$ cat config.mk
export PLATFORM = sky130hd
export DESIGN_NAME = sram_lane_ctrl
export DESIGN_NICKNAME = d
export VERILOG_FILES = /design/src/rtl/sram_ctl_pkg.sv /design/src/rtl/sram_ctl_fsm.sv /design/src/rtl/sram_ctl_dp.sv /design/src/rtl/sram_lane_ctrl.sv
export SDC_FILE = /design/constraint.sdc
export NUM_CORES = 1
export LEC_CHECK = 0
export BUFFER_PORTS_ARGS = -buffer_cell sky130_fd_sc_hd__buf_2
export CORE_MARGIN = 1.5
export CORE_UTILIZATION = 48
export DETAILED_ROUTE_END_ITERATION = 6
export GPL_TIMING_DRIVEN = 0
export PLACE_DENSITY_LB_ADDON = 0.25
export SLEW_MARGIN = 20
export SYNTH_ARGS = -nofsm -noshare
export SYNTH_HDL_FRONTEND = slang
export SYNTH_SLANG_ARGS = --single-unit
export TNS_END_PERCENT = 100
$ cat constraint.sdc
create_clock -name clk -period 1.77 [get_ports clk]
set_input_delay 0.2655 -clock clk [delete_from_list [all_inputs] [get_ports clk]]
set_output_delay 0.2655 -clock clk [all_outputs]
set_load 0.02 [all_outputs]
$ cat src/rtl/sram_ctl_pkg.sv
package sram_ctl_pkg;

  typedef enum logic [2:0] {
    ST_IDLE,
    ST_ADDR,
    ST_RD,
    ST_RDHZ,
    ST_WRP,
    ST_WRREC
  } ctlState_t;

  // Strobes from control to datapath, all active high
  typedef struct packed {
    logic load;
    logic ceAct;
    logic oeAct;
    logic weAct;
    logic selAct;
    logic drive;
    logic capture;
  } ctlStrobe_t;

  function automatic int cdiv(input int num, input int den);
    return (num + den - 1) / den;
  endfunction

  function automatic int imax(input int a, input int b);
    return (a > b) ? a : b;
  endfunction

endpackage

$ cat src/rtl/sram_ctl_fsm.sv
module sram_ctl_fsm
  import sram_ctl_pkg::*;
#(
  parameter int RD_CYC       = 6,
  parameter int WP_CYC       = 5,
  parameter int DRV_WAIT     = 1,
  parameter int REC_CYC      = 1,
  parameter int HZ_CYC       = 2,
  parameter int OE_LOW_WRITE = 0
) (
  input  logic       clk,
  input  logic       rstN,
  input  logic       reqValid,
  input  logic       reqWrite,
  output logic       reqReady,
  output logic       doneQ,
  output ctlStrobe_t strobe
);

  localparam int MAX_CYC = imax(imax(RD_CYC, WP_CYC), imax(REC_CYC, HZ_CYC));
  localparam int CNT_W   = $clog2(MAX_CYC + 1);

  localparam logic [CNT_W-1:0] RD_LAST  = CNT_W'(RD_CYC - 1);
  localparam logic [CNT_W-1:0] WP_LAST  = CNT_W'(WP_CYC - 1);
  localparam logic [CNT_W-1:0] REC_LAST = CNT_W'(REC_CYC - 1);
  localparam logic [CNT_W-1:0] HZ_LAST  = CNT_W'(HZ_CYC - 1);
  localparam logic [CNT_W-1:0] DRV_AT   = CNT_W'(DRV_WAIT);

  ctlState_t        state;
  logic [CNT_W-1:0] cnt;
  logic             isWrite;

  // Elaboration-time guard: every window must be at least one cycle
  initial begin
    assert (RD_CYC > 0 && WP_CYC > 0 && REC_CYC > 0 && HZ_CYC > 0 && DRV_WAIT > 0
            && DRV_WAIT < WP_CYC)
      else $error("sram_ctl_fsm: a timing count is zero or the drive wait is too long");
  end

  always_ff @(posedge clk or negedge rstN) begin
    if (!rstN) begin
      state   <= ST_IDLE;
      cnt     <= '0;
      isWrite <= 1'b0;
      doneQ   <= 1'b0;
    end else begin
      doneQ <= 1'b0;
      unique case (state)
        ST_IDLE: begin
          if (reqValid) begin
            state   <= ST_ADDR;
            isWrite <= reqWrite;
            cnt     <= '0;
          end
        end
        ST_ADDR: begin
          state <= isWrite ? ST_WRP : ST_RD;
          cnt   <= '0;
        end
        ST_RD: begin
          if (cnt == RD_LAST) begin
            state <= ST_RDHZ;
            cnt   <= '0;
            doneQ <= 1'b1;
          end else begin
            cnt <= cnt + 1'b1;
          end
        end
        ST_RDHZ: begin
          if (cnt == HZ_LAST) begin
            state <= ST_IDLE;
            cnt   <= '0;
          end else begin
            cnt <= cnt + 1'b1;
          end
        end
        ST_WRP: begin
          if (cnt == WP_LAST) begin
            state <= ST_WRREC;
            cnt   <= '0;
            doneQ <= 1'b1;
          end else begin
            cnt <= cnt + 1'b1;
          end
        end
        ST_WRREC: begin
          if (cnt == REC_LAST) begin
            state <= ST_IDLE;
            cnt   <= '0;
          end else begin
            cnt <= cnt + 1'b1;
          end
        end
        default: begin
          state <= ST_IDLE;
          cnt   <= '0;
        end
      endcase
    end
  end

  always_comb begin
    strobe   = '0;
    reqReady = (state == ST_IDLE);
    unique case (state)
      ST_IDLE: strobe.load = reqValid;
      ST_RD: begin
        strobe.ceAct   = 1'b1;
        strobe.oeAct   = 1'b1;
        strobe.selAct  = 1'b1;
        strobe.capture = (cnt == RD_LAST);
      end
      ST_WRP: begin
        strobe.ceAct  = 1'b1;
        strobe.weAct  = 1'b1;
        strobe.selAct = 1'b1;
        strobe.oeAct  = (OE_LOW_WRITE != 0);
        strobe.drive  = (cnt >= DRV_AT);
      end
      default: ;
    endcase
  end

  // done never lasts two cycles
  a_r5_done_single: assert property (@(posedge clk) disable iff (!rstN)
    doneQ |=> !doneQ);

  // no request is taken in the cycle right after done, which lies inside an access
  a_r2_busy_after_done: assert property (@(posedge clk) disable iff (!rstN)
    doneQ |-> !reqReady);

endmodule

$ cat src/rtl/sram_ctl_dp.sv
module sram_ctl_dp
  import sram_ctl_pkg::*;
#(
  parameter int ADDR_W = 18,
  parameter int DATA_W = 16
) (
  input  logic              clk,
  input  logic              rstN,
  input  ctlStrobe_t        strobe,
  input  logic [ADDR_W-1:0] reqAddr,
  input  logic [DATA_W-1:0] reqWdata,
  input  logic [1:0]        reqMask,
  input  logic [DATA_W-1:0] memDqIn,
  output logic [ADDR_W-1:0] memAddr,
  output logic              memCeN,
  output logic              memOeN,
  output logic              memWeN,
  output logic              memLbN,
  output logic              memUbN,
  output logic [DATA_W-1:0] memDqOut,
  output logic              memDqOe,
  output logic [DATA_W-1:0] rdData
);

  localparam int LANES  = 2;
  localparam int LANE_W = DATA_W / LANES;

  logic [ADDR_W-1:0] addrQ;
  logic [DATA_W-1:0] wdataQ;
  logic [LANES-1:0]  maskQ;
  logic [DATA_W-1:0] rdQ;

  always_ff @(posedge clk or negedge rstN) begin
    if (!rstN) begin
      addrQ  <= '0;
      wdataQ <= '0;
      maskQ  <= '0;
    end else if (strobe.load) begin
      addrQ  <= reqAddr;
      wdataQ <= reqWdata;
      maskQ  <= reqMask;
    end
  end

  // One capture register per lane; an unselected lane reads back as zero
  for (genvar lane = 0; lane < LANES; lane++) begin : g_lane
    always_ff @(posedge clk or negedge rstN) begin
      if (!rstN) begin
        rdQ[lane*LANE_W +: LANE_W] <= '0;
      end else if (strobe.capture) begin
        rdQ[lane*LANE_W +: LANE_W] <= maskQ[lane] ? memDqIn[lane*LANE_W +: LANE_W]
                                                  : '0;
      end
    end
  end

  assign memAddr  = addrQ;
  assign memCeN   = ~strobe.ceAct;
  assign memOeN   = ~strobe.oeAct;
  assign memWeN   = ~strobe.weAct;
  assign memLbN   = ~(strobe.selAct & maskQ[0]);
  assign memUbN   = ~(strobe.selAct & maskQ[1]);
  assign memDqOut = wdataQ;
  assign memDqOe  = strobe.drive;
  assign rdData   = rdQ;

  // the address moves only while every strobe is inactive
  a_r3_addr_quiet: assert property (@(posedge clk) disable iff (!rstN)
    !$stable(memAddr) |-> (memWeN && memCeN && memLbN && memUbN));

  // bus driven only inside the write pulse
  a_r7_drive_in_pulse: assert property (@(posedge clk) disable iff (!rstN)
    memDqOe |-> !memWeN);

  // no drive in the cycle write enable falls
  a_r7_no_drive_at_fall: assert property (@(posedge clk) disable iff (!rstN)
    $fell(memWeN) |-> !memDqOe);

endmodule

$ cat src/rtl/sram_lane_ctrl.sv
module sram_lane_ctrl
  import sram_ctl_pkg::*;
#(
  parameter int ADDR_W       = 18,
  parameter int DATA_W       = 16,
  parameter int CLK_NS       = 10,
  parameter int T_RC_NS      = 55,
  parameter int T_AA_NS      = 55,
  parameter int T_WC_NS      = 55,
  parameter int T_WP_NS      = 45,
  parameter int T_DW_NS      = 25,
  parameter int T_WHZ_NS     = 20,
  parameter int T_HZ_NS      = 20,
  parameter int OE_LOW_WRITE = 0
) (
  input  logic              clk,
  input  logic              rstN,
  input  logic              reqValid,
  input  logic              reqWrite,
  input  logic [ADDR_W-1:0] reqAddr,
  input  logic [DATA_W-1:0] reqWdata,
  input  logic [1:0]        reqMask,
  output logic              reqReady,
  output logic              done,
  output logic [DATA_W-1:0] rdData,
  output logic [ADDR_W-1:0] memAddr,
  output logic              memCeN,
  output logic              memOeN,
  output logic              memWeN,
  output logic              memLbN,
  output logic              memUbN,
  output logic [DATA_W-1:0] memDqOut,
  output logic              memDqOe,
  input  logic [DATA_W-1:0] memDqIn
);

  localparam int RD_CYC   = imax(cdiv(T_RC_NS, CLK_NS), cdiv(T_AA_NS, CLK_NS));
  localparam int DRV_WAIT = (OE_LOW_WRITE != 0) ? imax(1, cdiv(T_WHZ_NS, CLK_NS)) : 1;
  localparam int WP_CYC   = imax(cdiv(T_WP_NS, CLK_NS), DRV_WAIT + cdiv(T_DW_NS, CLK_NS));
  localparam int REC_CYC  = imax(1, cdiv(T_WC_NS, CLK_NS) - 1 - WP_CYC);
  localparam int HZ_CYC   = imax(1, cdiv(T_HZ_NS, CLK_NS));

  ctlStrobe_t strobe;

  sram_ctl_fsm #(
    .RD_CYC      (RD_CYC),
    .WP_CYC      (WP_CYC),
    .DRV_WAIT    (DRV_WAIT),
    .REC_CYC     (REC_CYC),
    .HZ_CYC      (HZ_CYC),
    .OE_LOW_WRITE(OE_LOW_WRITE)
  ) u_fsm (
    .clk     (clk),
    .rstN    (rstN),
    .reqValid(reqValid),
    .reqWrite(reqWrite),
    .reqReady(reqReady),
    .doneQ   (done),
    .strobe  (strobe)
  );

  sram_ctl_dp #(
    .ADDR_W(ADDR_W),
    .DATA_W(DATA_W)
  ) u_dp (
    .clk     (clk),
    .rstN    (rstN),
    .strobe  (strobe),
    .reqAddr (reqAddr),
    .reqWdata(reqWdata),
    .reqMask (reqMask),
    .memDqIn (memDqIn),
    .memAddr (memAddr),
    .memCeN  (memCeN),
    .memOeN  (memOeN),
    .memWeN  (memWeN),
    .memLbN  (memLbN),
    .memUbN  (memUbN),
    .memDqOut(memDqOut),
    .memDqOe (memDqOe),
    .rdData  (rdData)
  );

  // while busy the address held at the pins does not move
  a_r2_busy_addr_hold: assert property (@(posedge clk) disable iff (!rstN)
    !reqReady |=> $stable(memAddr));

  // output enable and write enable are never active together in the default mode
  a_r4_oe_we_apart: assert property (@(posedge clk) disable iff (!rstN)
    (OE_LOW_WRITE == 0) |-> !(!memOeN && !memWeN));

endmodule

==> flow_summary.yaml <==
timing:
  setup_viol: 0
  drv_slew: 0
  rsz0062_at_grt: "true"
  relSlewSlack_pct: 50.9
  finalCriticalPeriod_ns: 1.71
  worst_pin_slew_ns: 0.736
  post-route-period-util_pct: 96.4
  fmax_ghz: 0.586
  fin_skew_ns: 0.00728
  whs_ns: -0.0107
  hold_viol_final: 4
critical_path:
  r2r_start: "u_fsm.state[2]"
  endpoint_kind: "flip-flop"
  path_class: "flip-flop to flip-flop"
  startpoint_type: "flip-flop"
  worstPathRequired_ns: 1.98
  crit_fanout: 10
  crit_arrival_ns: 1.92
  r2r_cells: 7
  r2r_slack_ns: 0.06
  r2r-end: "u_dp.memAddr[10]"
power:
  power.switching_w: 0.00257
  p_comb_share_pct: 48.9
  power_density_nw_per_um2: 1810
  switching_share_pct: 38.7
  p_leak_nw: 1.83
  vdd_drop_max_v: 0.000880
  p_seq_share_pct: 32.7
  internal_power_w: 0.00408
  power_frac_clock_pct: 18.4
floorplanning:
  die-area_um2: 6080
  ios: 114
  die_height_um: 78.0
  core_um2: 5470
  rows: 27
  dieWidth_um: 78.0
  start_util_pct: 49.3
global_routing:
  grt_max_degree: 61
  track_usage_pct: 20.0
  grt.overflow.total: 0
  antenna_found_initial: 0
  grt_pass1_vias: 2041
  grt_pass1_wl_um: 9360
logic_synthesis:
  synth_area_um2: 2700
  synth.distinct_cells: 36
  synthFlopType: "dfrtp_1"
  ys_ff_latch: 60
  yosysSeqAreaShare_pct: 55.6
  syn-num-nets: 283
  synth-async-reset-ratio_pct: 100
  yosys_warnings: 0
  avgSynthCellArea_um2: 12.1
  synth-edff-count: 0
  synth_cells: 223
clocking:
  holdBufCountCts: 0
  path_clk_slew_ns: 0.07
  insertion_delay_ns: 0.34
  cts_tree: "yes"
  ctsRootBufferMaster: "clkbuf_8"
  cts_sinks: 60
  clk_path_buf_depth: 2
  numCtsBuffers: 9
  h-tree-depth: 3
drt:
  ant_nets: 0
  drc: 0
  wl_per_cell_um: 13.8
  vias_per_cell: 4.98
  first_pass_iters: 4
  drtIter0Drc: 110
  vias: 2143
  wl_um: 5920
layout:
  final_layout_size_suffix_gt1_share_pct: 56.4
  finalInstanceArea_um2: 3680
  area_growth_pct: 36.5
  finalNetCount: 413
  fin_cells: 430
  diodes: 0
status:
  status: "finished with violations"
  failed_checks: "hold timing"
place:
  dp.cells: 408
  gp_congestion: 0.819
  io_buffers: 113
  placed_area_um2: 3360
  hpwl_um: 4120
run:
  drv_cap: 0
hold_path:
  hold_class: "primary input to asynchronous set/reset pin"
-- Yosys cell counts (2+ instances only) --
cell | number | share of area [%]
o21ai_0 | 24 | 4.5
nand2_1 | 42 | 5.8
buf_6 | 2 | 0.83
buf_1 | 2 | 0.28
nor2b_1 | 4 | 0.93
nor2_1 | 3 | 0.42
a21oi_1 | 5 | 0.93
dfrtp_1 | 60 | 56
ha_1 | 4 | 1.9
mux2_2 | 18 | 7.5
buf_2 | 4 | 0.74
a31o_2 | 2 | 0.65
mux2_4 | 18 | 10
buf_12 | 2 | 1.5
nand3_1 | 2 | 0.37
nand2b_1 | 2 | 0.46
inv_1 | 8 | 1.1
o21ai_1 | 2 | 0.37
buf_4 | 2 | 0.56
-- cell type report --
cell class | count | area [um2]
buffer | 12 | 115
clock buffer | 9 | 124
clock inverter | 7 | 75.1
fill | 430 | 1790
inverter | 8 | 30.0
multi-input combinational | 141 | 1110
sequential | 60 | 1510
tap | 72 | 90.1
timing repair buffer | 121 | 634
-- layout by cell type, fill, tap and decap left out, drive strengths merged --
master,Yosys,layout
nor4,2,2
clkbuf,2,12
o311ai,1,1
and2,1,1
ha,4,4
o221ai,1,1
mux2,36,36
a21oi,5,5
a2111oi,1,1
dfrtp,60,60
nand3,2,2
a31oi,1,1
and4bb,1,1
a31o,2,2
a211oi,1,1
clkinv,0,4
nor2b,4,4
bufinv,0,1
nor2,3,3
inv,8,10
xor2,1,1
or2,1,1
o21ai,26,26
nand2,42,42
nand2b,2,2
a211o,1,1
or3,1,1
nor3,1,1
a21o,1,1
buf,12,130
-- worst max-delay path by stage --
stage,startpoint,endpoint,slack [ns],cells after the start
after floorplan,u_fsm.state[1],memDqOe,0.09,3
after global placement,u_fsm.state[1],u_fsm.state[0],0.02,7
after detailed placement,u_fsm.state[1],u_fsm.state[0],-0.008,7
after CTS,u_fsm.state[2],memDqOe,0.002,5
after global routing,u_fsm.state[2],u_dp.memAddr[13],0.003,7
final,u_fsm.state[2],u_dp.memAddr[10],0.06,7
-- power groups by stage --
stage | Sequential, W | Clock (W) | Combinational [W]
after floorplan | 0.00273 | 0 | 0.00161
after global placement | 0.00216 | 0 | 0.00299
after detailed placement | 0.00219 | 0 | 0.00304
after CTS | 0.00221 | 0.00126 | 0.00314
after global routing | 0.00225 | 0.00133 | 0.00349
final | 0.00218 | 0.00122 | 0.00325
-- routing by layer --
metal | part of all wire, % | wire length [um] | GRT usage [%]
met1 | 43 | 2540 | 26.1
met2 | 48 | 2810 | 30.6
met3 | 6.9 | 408 | 4.71
met4 | 2.7 | 158 | 11.3
met5 | 0 | 0 | 0
-- sequential cells by signal, summed over array words and instances, names as in the netlist --
name and count:
u_dp.maskQ 2, u_fsm.state 3, u_dp.memAddr 18, u_dp.rdData 16, u_fsm.cnt 3, u_dp.memDqOut 16, u_fsm.isWrite 1, u_fsm.doneQ 1
-- metrics by stage --
step | util (%) | setup slack, ns | setup TNS [ns] | power, W | hold WS (ns)
global route | 67.3 | 0.00314 | 0 | 0.00707 | 0.0545
floorplan | - | 0.0919 | 0 | 0.00434 | -0.0301
global placement | 61.3 | 0.0201 | 0 | 0.00515 | 0.455
detailed placement | 61.3 | -0.00812 | -0.00812 | 0.00523 | 0.379
finish | 67.3 | 0.0644 | 0 | 0.00665 | -0.0107
CTS | 66.5 | 0.00153 | 0 | 0.00661 | 0.0110
-- timing repair --
item | in CTS | in global routing
pin swaps | 2 | 2
setup buffers | 6 | 2
setup endpoints to repair | 7 | 21
resized for setup | 15 | 6
-- critical path: stages (launching register included) --
cell and delay (ns):
dfrtp_1 0.37, buf_6 0.13, buf_4 0.14, nor3_4 0.17
and2_4 0.17, buf_8 0.14, buf_12 0.15, mux2_4 0.30
-- cells by family (layout without fill, tap and decap cells) --
kind of cell	Yosys count	in the layout	share of synthesized area, %
adders and majority gates	4	4	1.85
xor gates and xnor gates	1	1	0.325
muxes	36	36	17.5
AOI/OAI and AO/OA	40	40	8.76
and+or+nand+nor	60	60	10.6
buffers and inverters	22	157	5.33
DFF	60	60	55.6
Power figures use the tool's default switching activity.
